$ cat config.mk
export PLATFORM = sky130hd
export DESIGN_NAME = ca_pattern_gen
export DESIGN_NICKNAME = d
export VERILOG_FILES = /design/src/rtl/ca_pkg.sv /design/src/rtl/ca_cell.sv /design/src/rtl/ca_zero_detect.sv /design/src/rtl/ca_weight_mon.sv /design/src/rtl/ca_pattern_gen.sv
export SDC_FILE = /design/constraint.sdc
export NUM_CORES = 1
export LEC_CHECK = 0
export ABC_AREA = 1
export CORE_ASPECT_RATIO = 0.5
export CORE_MARGIN = 2
export CORE_UTILIZATION = 49
export CTS_CLUSTER_DIAMETER = 30
export DETAILED_ROUTE_END_ITERATION = 10
export GPL_ROUTABILITY_DRIVEN = 0
export PLACE_DENSITY = 0.76
export SYNTH_ARGS = -nofsm -noshare
export SYNTH_HDL_FRONTEND = slang
export SYNTH_SLANG_ARGS = --single-unit
$ cat constraint.sdc
create_clock -name clk_i -period 3.6 [get_ports clk_i]
set_input_delay 0.72 -clock clk_i [delete_from_list [all_inputs] [get_ports clk_i]]
set_output_delay 0.72 -clock clk_i [all_outputs]
set_load 0.005 [all_outputs]
$ cat src/rtl/ca_pkg.sv
package ca_pkg;
  typedef enum logic {MON_IDLE = 1'b0, MON_RUN = 1'b1} mon_state_e;
endpackage

$ cat src/rtl/ca_cell.sv
module ca_cell #(
  parameter logic RST_VAL = 1'b0
) (
  input  logic clk_i,
  input  logic rst_ni,
  input  logic load_i,
  input  logic seed_bit_i,
  input  logic adv_i,
  input  logic left_i,
  output logic q_o
);
  always_ff @(posedge clk_i or negedge rst_ni) begin
    if (!rst_ni)     q_o <= RST_VAL;
    else if (load_i) q_o <= seed_bit_i;
    else if (adv_i)  q_o <= q_o ^ left_i;
  end
endmodule

$ cat src/rtl/ca_zero_detect.sv
module ca_zero_detect #(
  parameter int N_CELLS = 16
) (
  input  logic [N_CELLS-1:0] state_i,
  output logic               zero_o
);
  assign zero_o = ~|state_i;
endmodule

$ cat src/rtl/ca_weight_mon.sv
module ca_weight_mon #(
  parameter int N_CELLS = 16,
  parameter int WIN_W   = 10,
  localparam int SEL_W  = (N_CELLS > 1) ? $clog2(N_CELLS) : 1
) (
  input  logic               clk_i,
  input  logic               rst_ni,
  input  logic               start_i,
  input  logic [SEL_W-1:0]   sel_i,
  input  logic [WIN_W-1:0]   window_i,
  input  logic               adv_i,
  input  logic [N_CELLS-1:0] pattern_i,
  output logic [WIN_W-1:0]   count_o,
  output logic               done_o
);
  import ca_pkg::*;

  mon_state_e       state_q;
  logic [SEL_W-1:0] sel_q;
  logic [WIN_W-1:0] rem_q;
  logic [WIN_W-1:0] acc_q;
  logic [WIN_W-1:0] bit_ext;

  assign bit_ext = {{(WIN_W-1){1'b0}}, pattern_i[sel_q]};

  always_ff @(posedge clk_i or negedge rst_ni) begin
    if (!rst_ni) begin
      state_q <= MON_IDLE;
      sel_q   <= '0;
      rem_q   <= '0;
      acc_q   <= '0;
      count_o <= '0;
      done_o  <= 1'b0;
    end else begin
      done_o <= 1'b0;
      if (start_i) begin
        sel_q <= sel_i;
        rem_q <= window_i;
        acc_q <= '0;
        if (window_i == '0) begin
          state_q <= MON_IDLE;
          count_o <= '0;
          done_o  <= 1'b1;
        end else begin
          state_q <= MON_RUN;
        end
      end else if (state_q == MON_RUN && adv_i) begin
        if (rem_q == WIN_W'(1)) begin
          count_o <= acc_q + bit_ext;
          done_o  <= 1'b1;
          state_q <= MON_IDLE;
        end else begin
          acc_q <= acc_q + bit_ext;
          rem_q <= rem_q - WIN_W'(1);
        end
      end
    end
  end

  assert_done_pulse_R9: assert property (@(posedge clk_i) disable iff (!rst_ni)
    done_o && !start_i |=> !done_o);

  assert_idle_cycle_no_count_R10: assert property (@(posedge clk_i) disable iff (!rst_ni)
    state_q == MON_RUN && !adv_i && !start_i |=> $stable(acc_q) && $stable(rem_q));

  assert_zero_window_R11: assert property (@(posedge clk_i) disable iff (!rst_ni)
    start_i && window_i == '0 |=> done_o && count_o == '0);
endmodule

$ cat src/rtl/ca_pattern_gen.sv
module ca_pattern_gen #(
  parameter int N_CELLS = 16,
  parameter int WIN_W   = 10,
  parameter logic [N_CELLS-1:0] RST_SEED = N_CELLS'(1),
  localparam int SEL_W  = (N_CELLS > 1) ? $clog2(N_CELLS) : 1
) (
  input  logic               clk_i,
  input  logic               rst_ni,
  input  logic               seed_load_i,
  input  logic [N_CELLS-1:0] seed_i,
  input  logic               enable_i,
  output logic [N_CELLS-1:0] pattern_o,
  output logic               zero_state_o,
  input  logic               mon_start_i,
  input  logic [SEL_W-1:0]   mon_sel_i,
  input  logic [WIN_W-1:0]   mon_window_i,
  output logic [WIN_W-1:0]   mon_count_o,
  output logic               mon_done_o
);
  logic adv;
  logic [N_CELLS-1:0] left;

  // load wins over enable
  assign adv = enable_i & ~seed_load_i;

  // null boundary on cell 0
  assign left = {pattern_o[N_CELLS-2:0], 1'b0};

  for (genvar i = 0; i < N_CELLS; i++) begin : g_cell
    ca_cell #(.RST_VAL(RST_SEED[i])) u_cell (
      .clk_i      (clk_i),
      .rst_ni     (rst_ni),
      .load_i     (seed_load_i),
      .seed_bit_i (seed_i[i]),
      .adv_i      (adv),
      .left_i     (left[i]),
      .q_o        (pattern_o[i])
    );
  end

  ca_zero_detect #(.N_CELLS(N_CELLS)) u_zero (
    .state_i (pattern_o),
    .zero_o  (zero_state_o)
  );

  ca_weight_mon #(.N_CELLS(N_CELLS), .WIN_W(WIN_W)) u_mon (
    .clk_i     (clk_i),
    .rst_ni    (rst_ni),
    .start_i   (mon_start_i),
    .sel_i     (mon_sel_i),
    .window_i  (mon_window_i),
    .adv_i     (adv),
    .pattern_i (pattern_o),
    .count_o   (mon_count_o),
    .done_o    (mon_done_o)
  );

  assert_cell0_fixed_R3: assert property (@(posedge clk_i) disable iff (!rst_ni)
    !seed_load_i |=> pattern_o[0] == $past(pattern_o[0]));

  assert_seed_load_R4: assert property (@(posedge clk_i) disable iff (!rst_ni)
    seed_load_i |=> pattern_o == $past(seed_i));

  assert_hold_R5: assert property (@(posedge clk_i) disable iff (!rst_ni)
    !seed_load_i && !enable_i |=> $stable(pattern_o));

  assert_zero_sticky_R6: assert property (@(posedge clk_i) disable iff (!rst_ni)
    zero_state_o && !seed_load_i |=> zero_state_o);
endmodule

==> results of run 1 <==
synth_stat cells, types with 2 or more instances:
master    instances
or2_2             2
nand2_2           4
inv_1            38
nand2_4           2
buf_4            16
buf_6             4
nand3_1          32
nand4_1           7
dfrtp_1          51
clkbuf_1          4
nor2_4            5
ha_1             12
xnor2_1           8
a21oi_1          11
o21ai_0          13
nor2_1           25
xor2_1            3
buf_2             6
o211ai_1         12
o221ai_1          7
o21ai_2           3
nand2_1         137
nand3_2           4
power breakdown:
| group | internal, W | switching [W] |
|---|---|---|
| clock network | 0.000277 | 0.000210 |
| logic | 0.000166 | 0.000168 |
| registers | 0.000630 | 0.0000567 |
| total | 0.00107 | 0.000435 |
critical path, stage by stage (launching register included):
cell,delay [ns]
dfrtp_1,0.43
inv_1,0.12
ha_1,0.17
nand4_1,0.13
nor2_1,0.14
clkdlybuf4s50_1,0.51
worst max path at each step:
| stage | from | to |
|---|---|---|
| detailed placement | mon_start_i | u_mon.count_o[1] |
| global placement | mon_start_i | u_mon.state_q |
| CTS | g_cell[1].u_cell.q_o | zero_state_o |
| floorplan | u_mon.sel_q[0] | u_mon.count_o[9] |
| global route | g_cell[1].u_cell.q_o | zero_state_o |
| finish | g_cell[1].u_cell.q_o | zero_state_o |
layout make-up:
cell class	instances	area, sq um	area share (%)
tap	88	110	2.81
multi-input combinational	293	1570	39.9
timing repair buffer	66	646	16.4
clock inverter	1	7.51	0.191
sequential	52	1300	33.2
inverter	40	151	3.86
clock buffer	7	143	3.63
routing by layer:
metal,routed length [um],share of wire (%)
met4,44,0.60
met2,3340,46
met3,405,5.5
met1,3540,48
met5,0,0
flip-flops by register name, summed over array words and instances (netlist names):
register and cells:
u_mon.sel_q 4, u_mon.rem_q 10, u_mon.done_o 1, g_cell.u_cell.q_o 16, u_mon.count_o 10, u_mon.state_q 1, u_mon.acc_q 10
logic make-up after synthesis:
group                    count (synthesis)  share of synthesized area, %
AO/OA/AOI/OAI                           48                          9.64
XOR/XNOR                                11                          2.98
adder cells (fa/ha/maj)                 12                          4.64
buffers and inverters                   71                          11.3
flip-flops                              52                          40.3
AND/OR/NAND/NOR                        222                          31.2
stage by stage:
stage                     std cells  setup slack [ns]  hold WS [ns]  utilization, %  power, W
after floorplan                 416              1.74         0.424               -  0.000915
after global placement          539              1.05         0.491            60.6   0.00102
after detailed placement        539             0.991         0.498            60.6   0.00103
after CTS                       547              1.12         0.426            63.0   0.00152
after global routing            547              1.02         0.455            63.0   0.00159
final                           547              1.10         0.406            63.0   0.00151
==> flow_summary_export.csv, run 1 <==
group,metric,value,unit
outcome,status,"finished, final reports clean",
power,p_leak,1.81,nW
yosys,synth_edf_count,0,
die,die_w,119,um
grt,grt_pass1_wl,12.5,mm
yosys,synth_area,3230,sq um
clocking,hold_buffers,0,
grt,use_met1,30.1,%
power,ir_worst_vdd,0.162,mV
route,routed_via_density,5.09,
run,cap_violations,0,
die,fp.coreArea,6230,sq um
route,first_pass_iters,4,
layout,layout_common_cells,"nand2_1 (137), clkdlybuf4s50_1 (61), dfrtp_1 (51)",
clocking,htreeDepth,2,
critical_path,ff2ff_setup_slack,1.39,ns
yosys,synth_cells,416,
yosys,ys_seq_elements,52,
yosys,synth_top_cell_by_area,"dfrtp_1",
yosys,synth_warnings,0,
layout,nets,505,
clocking,post_cts_buffers,0,
timing,clock.fmax,0.400,GHz
layout,drive_above_1_share,8.06,%
grt,grtUsageMet2,36.0,%
timing,relSlewSlack,60.9,%
timing,setup_violations,0,
yosys,synth_top_area_share,39.5,%
grt,grt_pass1_vias,2634,
yosys,syn_nets,463,
route,drt_wl_total,7.33,mm
grt,grt.met3_usage,4.54,%
die,num_rows,20,
layout,diodes,0,
placed_design,io_buffers,62,
critical_path,endpoint_kind,"output port",
timing,skew,0.00788,ns
clocking,ctsResizeCount,0,
route,drt_iter0_drc,225,
timing,final-hold-violation-count,0,
critical_path,ff2ff_path_depth,14,
route,wl_per_cell,13.4,um
hold_path,min_path_type,"in2async",
critical_path,r2r_start,"u_mon.sel_q[0]",
die,ios,63,
placed_design,placed_cell_area,3770,sq um
clocking,cts_root_buf,"clkbuf_16",
die,dieArea,7300,sq um
die,die_y,61.4,um
yosys,synth_area_leaders,"dfrtp_1 (39%), nand2_1 (16%), nand3_1 (5.0%)",
die,initial_core_util,51.9,%
critical_path,cp.required,2.88,ns
critical_path,arrival,1.78,ns
yosys,syn_avg_cell_area,7.77,sq um
timing,drv_slew,0,
yosys,ys_seq_area_share,40.3,%
clocking,cts_buffers,5,
route,drcViolationCount,0,
clocking,clockBufferDepth,2,
yosys,async_flop_share,100,%
timing,worstMarginPinSlew,0.586,ns
clocking,cts_tree,"done",
layout,fin_area,3930,sq um
layout,layout_commonest_cell,"nand2_1",
grt,antenna_found_initial,0,
timing,setup-tns-final,0,ns
grt,grt-busiest-layer,"met2",
yosys,synthFlopType,"dfrtp_1",
clocking,cts.clk_slew.worst_paths,0.07,ns
timing,rsz0062_at_grt,"false",
critical_path,critPathMaxFanout,3,
layout,n_fill_cell,544,
power,powerDensity,384,nW/um^2
critical_path,cp-start-kind,"register",
grt,globalRouteOverflowTotal,0,
timing,fin_crit_sh,69.4,%
placed_design,dpl.hpwl,5.38,mm
route,vias,2786,
route,antenna_left,0,
critical_path,reg2reg_to,"u_mon.acc_q[9]",
grt,grt_max_degree,25,
critical_path,critical_path_class,"reg2out",
yosys,synth_cell_types,33,
clocking,clk_latency,0.29,ns
grt,track_usage,21.7,%
timing,fin_crit,2.50,ns
clocking,cts_sinks,52,
layout,areaGrowthSynthToFinish,21.4,%
Power figures use the tool's default switching activity.
==> run 2: changes to the inputs <==
- CORE_UTILIZATION: 49 -> 47
- clock period: 3.6 -> 2.2 ns (I/O delays scaled with it)
==> run 2 against run 1 <==
  * Worst hold slack lost 0.30 ns
  * Final area grew 2.7%
  * Flip-flop and latch count is the same
  * Via count grew 2.4%
  * Clock skew grew 0.0022 ns
  * Sequential share of layout area shrank 0.85 points
  * Sequential power grew 62%
  * Core utilization shrank 2.6 points
  * Total power grew 63%
  * Critical path type is now reg2reg
  * Largest cell class unchanged
  * Largest power group unchanged
==> flow_summary_export.csv, run 2 (same netlist as run 1, synthesis figures left out) <==
group,metric,value,unit
route,drt_iter0_drc,228,
critical_path,critPathMaxFanout,8,
grt,track_usage,20.7,%
critical_path,reg2reg_to,"u_mon.acc_q[9]",
power,p_leak,1.88,nW
grt,grt_pass1_vias,2721,
placed_design,io_buffers,62,
clocking,hold_buffers,0,
layout,drive_above_1_share,11.7,%
route,antenna_left,0,
die,die_y,62.6,um
power,ir_worst_vdd,0.274,mV
route,drt_wl_total,7.45,mm
clocking,htreeDepth,2,
power,switching_share,28.9,%
clocking,cts_sinks,52,
timing,relSlewSlack,66.4,%
timing,skew,0.0100,ns
layout,largest_register,"g_cell.u_cell.q_o",
layout,nets,516,
timing,worstMarginPinSlew,0.504,ns
grt,grt_max_degree,34,
timing,clock.fmax,0.489,GHz
critical_path,cp.required,2.42,ns
timing,setup_violations,0,
timing,drv_slew,0,
route,vias,2853,
critical_path,critical_path_class,"reg2reg",
layout,largest_reg_flops,16,
die,num_rows,21,
route,routed_via_density,5.08,
layout,areaGrowthSynthToFinish,24.7,%
grt,grt_pass1_wl,12.6,mm
die,initial_core_util,48.4,%
die,fp.coreArea,6670,sq um
clocking,cts.clk_slew.worst_paths,0.07,ns
route,wl_per_cell,13.3,um
power,switchingPower,0.000711,W
power,p_seq_share,45.4,%
layout,fin_area,4030,sq um
clocking,clk_latency,0.29,ns
grt,antenna_found_initial,0,
critical_path,ff2ff_setup_slack,0.15,ns
route,drcViolationCount,0,
layout,layout_commonest_cell,"nand2_1",
clocking,cts_root_buf,"clkbuf_16",
timing,final-hold-violation-count,0,
grt,globalRouteOverflowTotal,0,
timing,fin_crit,2.05,ns
placed_design,placed_cell_area,3810,sq um
layout,diodes,0,
critical_path,cp-start-kind,"register",
critical_path,r2r_start,"u_mon.sel_q[0]",
layout,n_fill_cell,613,
timing,fin_crit_sh,93.0,%
power,p_comb_share,23.8,%
die,ios,63,
clocking,cts_buffers,5,
die,dieArea,7600,sq um
critical_path,endpoint_kind,"register",
power,p_clk_share,30.9,%
critical_path,arrival,2.27,ns
clocking,clockBufferDepth,2,
placed_design,dpl.hpwl,5.25,mm
critical_path,ff2ff_path_depth,15,
clocking,cts_tree,"done",
layout,fin_util,60.4,%
power,powerDensity,609,nW/um^2
die,die_w,121,um
route,first_pass_iters,4,
outcome,status,"finished, final reports clean",
power,p_int,0.00175,W
power,power.total,0.00246,W
run,cap_violations,0,
timing,whs,0.105,ns
layout,layout_common_cells,"nand2_1 (137), clkdlybuf4s50_1 (60), dfrtp_1 (50)",
hold_path,min_path_type,"in2async",
run 2: cell count changes in the layout (fill, tap and decap cells not counted), sizes merged:
cell | before | now
buf | 5 | 16
clkdlybuf4s50 | 61 | 60
clkinv | 1 | 2
clkinvlp | 1 | 0
dlymetal6s2s | 0 | 1
run 2: stage by stage:
step / setup TNS [ns] / setup slack (ns) / cells
after global placement: 0 / 0.206 / 546
final: 0 / 0.154 / 562
after detailed placement: 0 / 0.154 / 546
after CTS: 0 / 0.0231 / 555
after global routing: -0.00622 / -0.00466 / 562
after floorplan: 0 / 0.337 / 416
run 2: layout make-up:
class / count / area (sq um) / share of cell area [%]
Timing Repair Buffer: 77 / 743 / 18.4
Clock inverter: 1 / 5.00 / 0.124
Sequential cell: 52 / 1300 / 32.3
Multi-Input combinational cell: 293 / 1580 / 39.2
Clock buffer: 7 / 133 / 3.29
Tap cell: 92 / 115 / 2.85
Inverter: 40 / 151 / 3.75
run 2: timing repair:
| action | 4_1_cts | 5_1_grt |
|---|---|---|
| setup buffers | 1 | 7 |
| pin swaps | 0 | 2 |
| setup endpoints to repair | 1 | 15 |
| gates resized for setup | 0 | 12 |
| hold endpoints to repair | 0 | 0 |
run 2: worst max-delay path: stages (launching register included):
cell and delay, ns:
dfrtp_2 0.45, buf_4 0.18, nand2_1 0.08, o211ai_1 0.09, nand3_1 0.10, nand3_1 0.06
nand2_1 0.09, ha_1 0.15, nand2_1 0.11, nor2_4 0.22, nand3_2 0.10, nand2_1 0.07
inv_1 0.03, nor2_1 0.12, nand2_1 0.06, nand2_1 0.06
run 2: routing by layer:
layer | routed length [um] | track usage [%]
met3 | 420 | 4.11
met2 | 3480 | 33.1
met5 | 0 | 0
met4 | 55 | 5.03
met1 | 3490 | 29.2
run 2: worst max-delay path by stage:
stage / start / endpoint / slack (ns) / cells after the start
final: u_mon.sel_q[0] / u_mon.acc_q[9] / 0.15 / 15
after global placement: u_mon.sel_q[0] / u_mon.count_o[9] / 0.21 / 14
after global routing: u_mon.sel_q[0] / u_mon.acc_q[6] / -0.005 / 13
after floorplan: u_mon.sel_q[0] / u_mon.count_o[9] / 0.34 / 16
after detailed placement: u_mon.sel_q[0] / u_mon.acc_q[9] / 0.15 / 14
after CTS: g_cell[10].u_cell.q_o / zero_state_o / 0.02 / 5
run 2: power by group through the flow:
| stage | clock network (W) | registers (W) | logic [W] |
|---|---|---|---|
| after floorplan | 0 | 0.00111 | 0.000388 |
| after global placement | 0 | 0.00114 | 0.000539 |
| after detailed placement | 0 | 0.00114 | 0.000549 |
| after CTS | 0.000769 | 0.00112 | 0.000559 |
| after global routing | 0.000824 | 0.00113 | 0.000662 |
| final | 0.000758 | 0.00111 | 0.000583 |
==> run 3: changes to the inputs <==
- CAP_MARGIN: unset -> 20
- CORE_MARGIN: 2 -> 4
==> run 3 against run 2 <==
  * Core utilization rose by 0.54 points
  * Die area rose by 9.9%
  * Sequential share of layout area fell by 0.26 points
  * Clock skew fell by 0.0055 ns
  * Final cell count rose by 0.89%
  * Combinational power rose by 3%
  * Non-clock buffer count rose by 5
  * Via count rose by 0.53%
  * Clock-buffer cell count did not move
  * Worst hold slack got worse by 0.0054 ns
  * Clock power rose by 6.1%
  * Critical endpoint is now u_mon.acc_q[5]
==> flow_summary_export.csv, run 3 (same netlist as run 1, synthesis figures left out) <==
group,metric,value,unit
critical_path,ff2ff_setup_slack,0.13,ns
power,power.total,0.00252,W
timing,clock.fmax,0.484,GHz
route,wl_per_cell,13.3,um
die,dieArea,8350,sq um
clocking,cts_root_buf,"clkbuf_16",
critical_path,arrival,2.29,ns
critical_path,cpMaxStageDelayCell,"dfrtp_2",
grt,globalRouteOverflowTotal,0,
critical_path,critical_path_class,"reg2reg",
clocking,hold_buffers,0,
timing,finalWorstSetupSlack,0.134,ns
run,cap_violations,0,
critical_path,reg2reg_to,"u_mon.acc_q[5]",
timing,relSlewSlack,68.3,%
timing,drv_slew,0,
grt,track_usage,18.3,%
die,ios,63,
critical_path,crit_chain,"clkbuf_2 -> a21oi_1 -> o21ai_0 -> nand3_1 -> nand3_1 -> nand2_2 -> ha_2 -> nand2_2 -> nor2_4 -> buf_4 -> a21oi_1 -> nor2_1 -> nand2_1 -> nand2_1",
critical_path,cp_num_cells,14,
timing,fin_crit,2.07,ns
clocking,clk_latency,0.29,ns
timing,skew,0.00451,ns
power,ir_worst_vdd,0.343,mV
layout,finish.cell_count_without_fillers,567,
power,powerDensity,619,nW/um^2
critical_path,cp.required,2.43,ns
placed_design,dpl.hpwl,5.43,mm
critical_path,r2r_start,"u_mon.sel_q[0]",
critical_path,endpoint_kind,"register",
layout,drive_above_1_share,13.5,%
critical_path,critical_path_buf_inv_count,2,
route,drt_iter0_drc,166,
route,first_pass_iters,4,
placed_design,dp_cells,548,
critical_path,crit_family,"simple AND/OR/NAND/NOR gates",
route,routed_via_density,5.06,
timing,whs,0.0997,ns
route,antenna_left,0,
clocking,htreeDepth,2,
critical_path,critPathMaxFanout,8,
route,drt_wl_total,7.55,mm
critical_path,endpoint,"u_mon.acc_q[5]",
layout,layout_commonest_cell,"nand2_1",
power,p_leak,1.90,nW
route,drcViolationCount,0,
grt,grt_max_degree,22,
layout,largest_register,"g_cell.u_cell.q_o",
layout,largest_reg_flops,16,
die,die_w,125,um
die,fp.coreArea,6670,sq um
grt,grt_pass1_vias,2692,
timing,fin_crit_sh,93.9,%
timing,final-hold-violation-count,0,
die,die_y,66.6,um
clocking,cts_sinks,52,
layout,layout_common_cells,"nand2_1 (135), clkdlybuf4s50_1 (60), dfrtp_1 (49)",
clocking,cts.clk_slew.worst_paths,0.07,ns
critical_path,ff2ff_path_depth,14,
placed_design,post-place-ws,0.134,ns
placed_design,io_buffers,62,
route,vias,2868,
hold_path,min_path_type,"in2async",
critical_path,crit_path_max_incr_delay,0.44,ns
clocking,clockBufferDepth,2,
grt,grt_pass1_wl,12.5,mm
timing,worstMarginPinSlew,0.476,ns
outcome,status,"finished, final reports clean",
layout,areaGrowthSynthToFinish,25.9,%
critical_path,critPathLaunch,"u_mon.sel_q[0]",
clocking,cts_tree,"done",
layout,diodes,0,
critical_path,cp-start-kind,"register",
layout,nets,521,
timing,setup_violations,0,
die,initial_core_util,48.4,%
grt,antenna_found_initial,0,
die,num_rows,21,
clocking,cts_buffers,5,
[run 3: metal layers]
| layer | share of wire, % | vias up | wire length [um] | track usage, % |
|---|---|---|---|---|
| met2 | 46 | 72 | 3480 | 30.4 |
| li1 | - | 1446 | - | - |
| met5 | 0 | - | 0 | 0 |
| met1 | 48 | 1343 | 3630 | 24.8 |
| met3 | 4.9 | 7 | 366 | 3.60 |
| met4 | 0.93 | 0 | 70 | 4.59 |
[run 3: stage by stage]
step,instance area (sq um),util [%],TNS [ns]
finish,4070,61.0,0
global route,4070,61.0,-0.0236
CTS,3980,59.6,0
detailed placement,3820,57.2,0
global placement,3820,57.2,0
floorplan,3230,-,0
[run 3: area by class of cell]
type	instances	area, sq um
fillers	608	2610
well taps	92	115
multi-input cells	293	1580
repair buffers	82	763
inverters	40	151
clock buffers	7	143
clock inverters	1	7.51
flip-flops and latches	52	1310
[run 3: worst min-delay path by stage]
stage,startpoint,to,slack (ns)
2_1_floorplan,rst_ni,g_cell[10].u_cell.q_o,0.14
3_3_place_gp,rst_ni,g_cell[15].u_cell.q_o,0.43
3_5_place_dp,rst_ni,g_cell[15].u_cell.q_o,0.43
4_1_cts,rst_ni,g_cell[15].u_cell.q_o,0.12
5_1_grt,rst_ni,g_cell[15].u_cell.q_o,0.14
6_report,rst_ni,g_cell[15].u_cell.q_o,0.1
[run 3: worst register-to-register path, delay by kind of cell (launching register included)]
family / cells / cell delay [ns]
and+or+nand+nor: 8 / 0.80
adders and majority gates: 1 / 0.17
buffers and inverters: 2 / 0.31
DFF: 1 / 0.44
AOI/OAI and AO/OA: 3 / 0.27
[run 3: power breakdown]
part / total (W) / switching [W] / internal, W
combinational: 0.000600 / 0.000295 / 0.000305
clock: 0.000804 / 0.000350 / 0.000454
sequential: 0.00111 / 0.0000830 / 0.00103
total: 0.00252 / 0.000728 / 0.00179
[run 3: what timing repair did]
| action | CTS | global route |
|---|---|---|
| gates cloned | 0 | 0 |
| pin swaps | 0 | 2 |
| setup buffers | 1 | 10 |
| endpoints found under the setup margin | 1 | 16 |
| resized for setup | 0 | 12 |
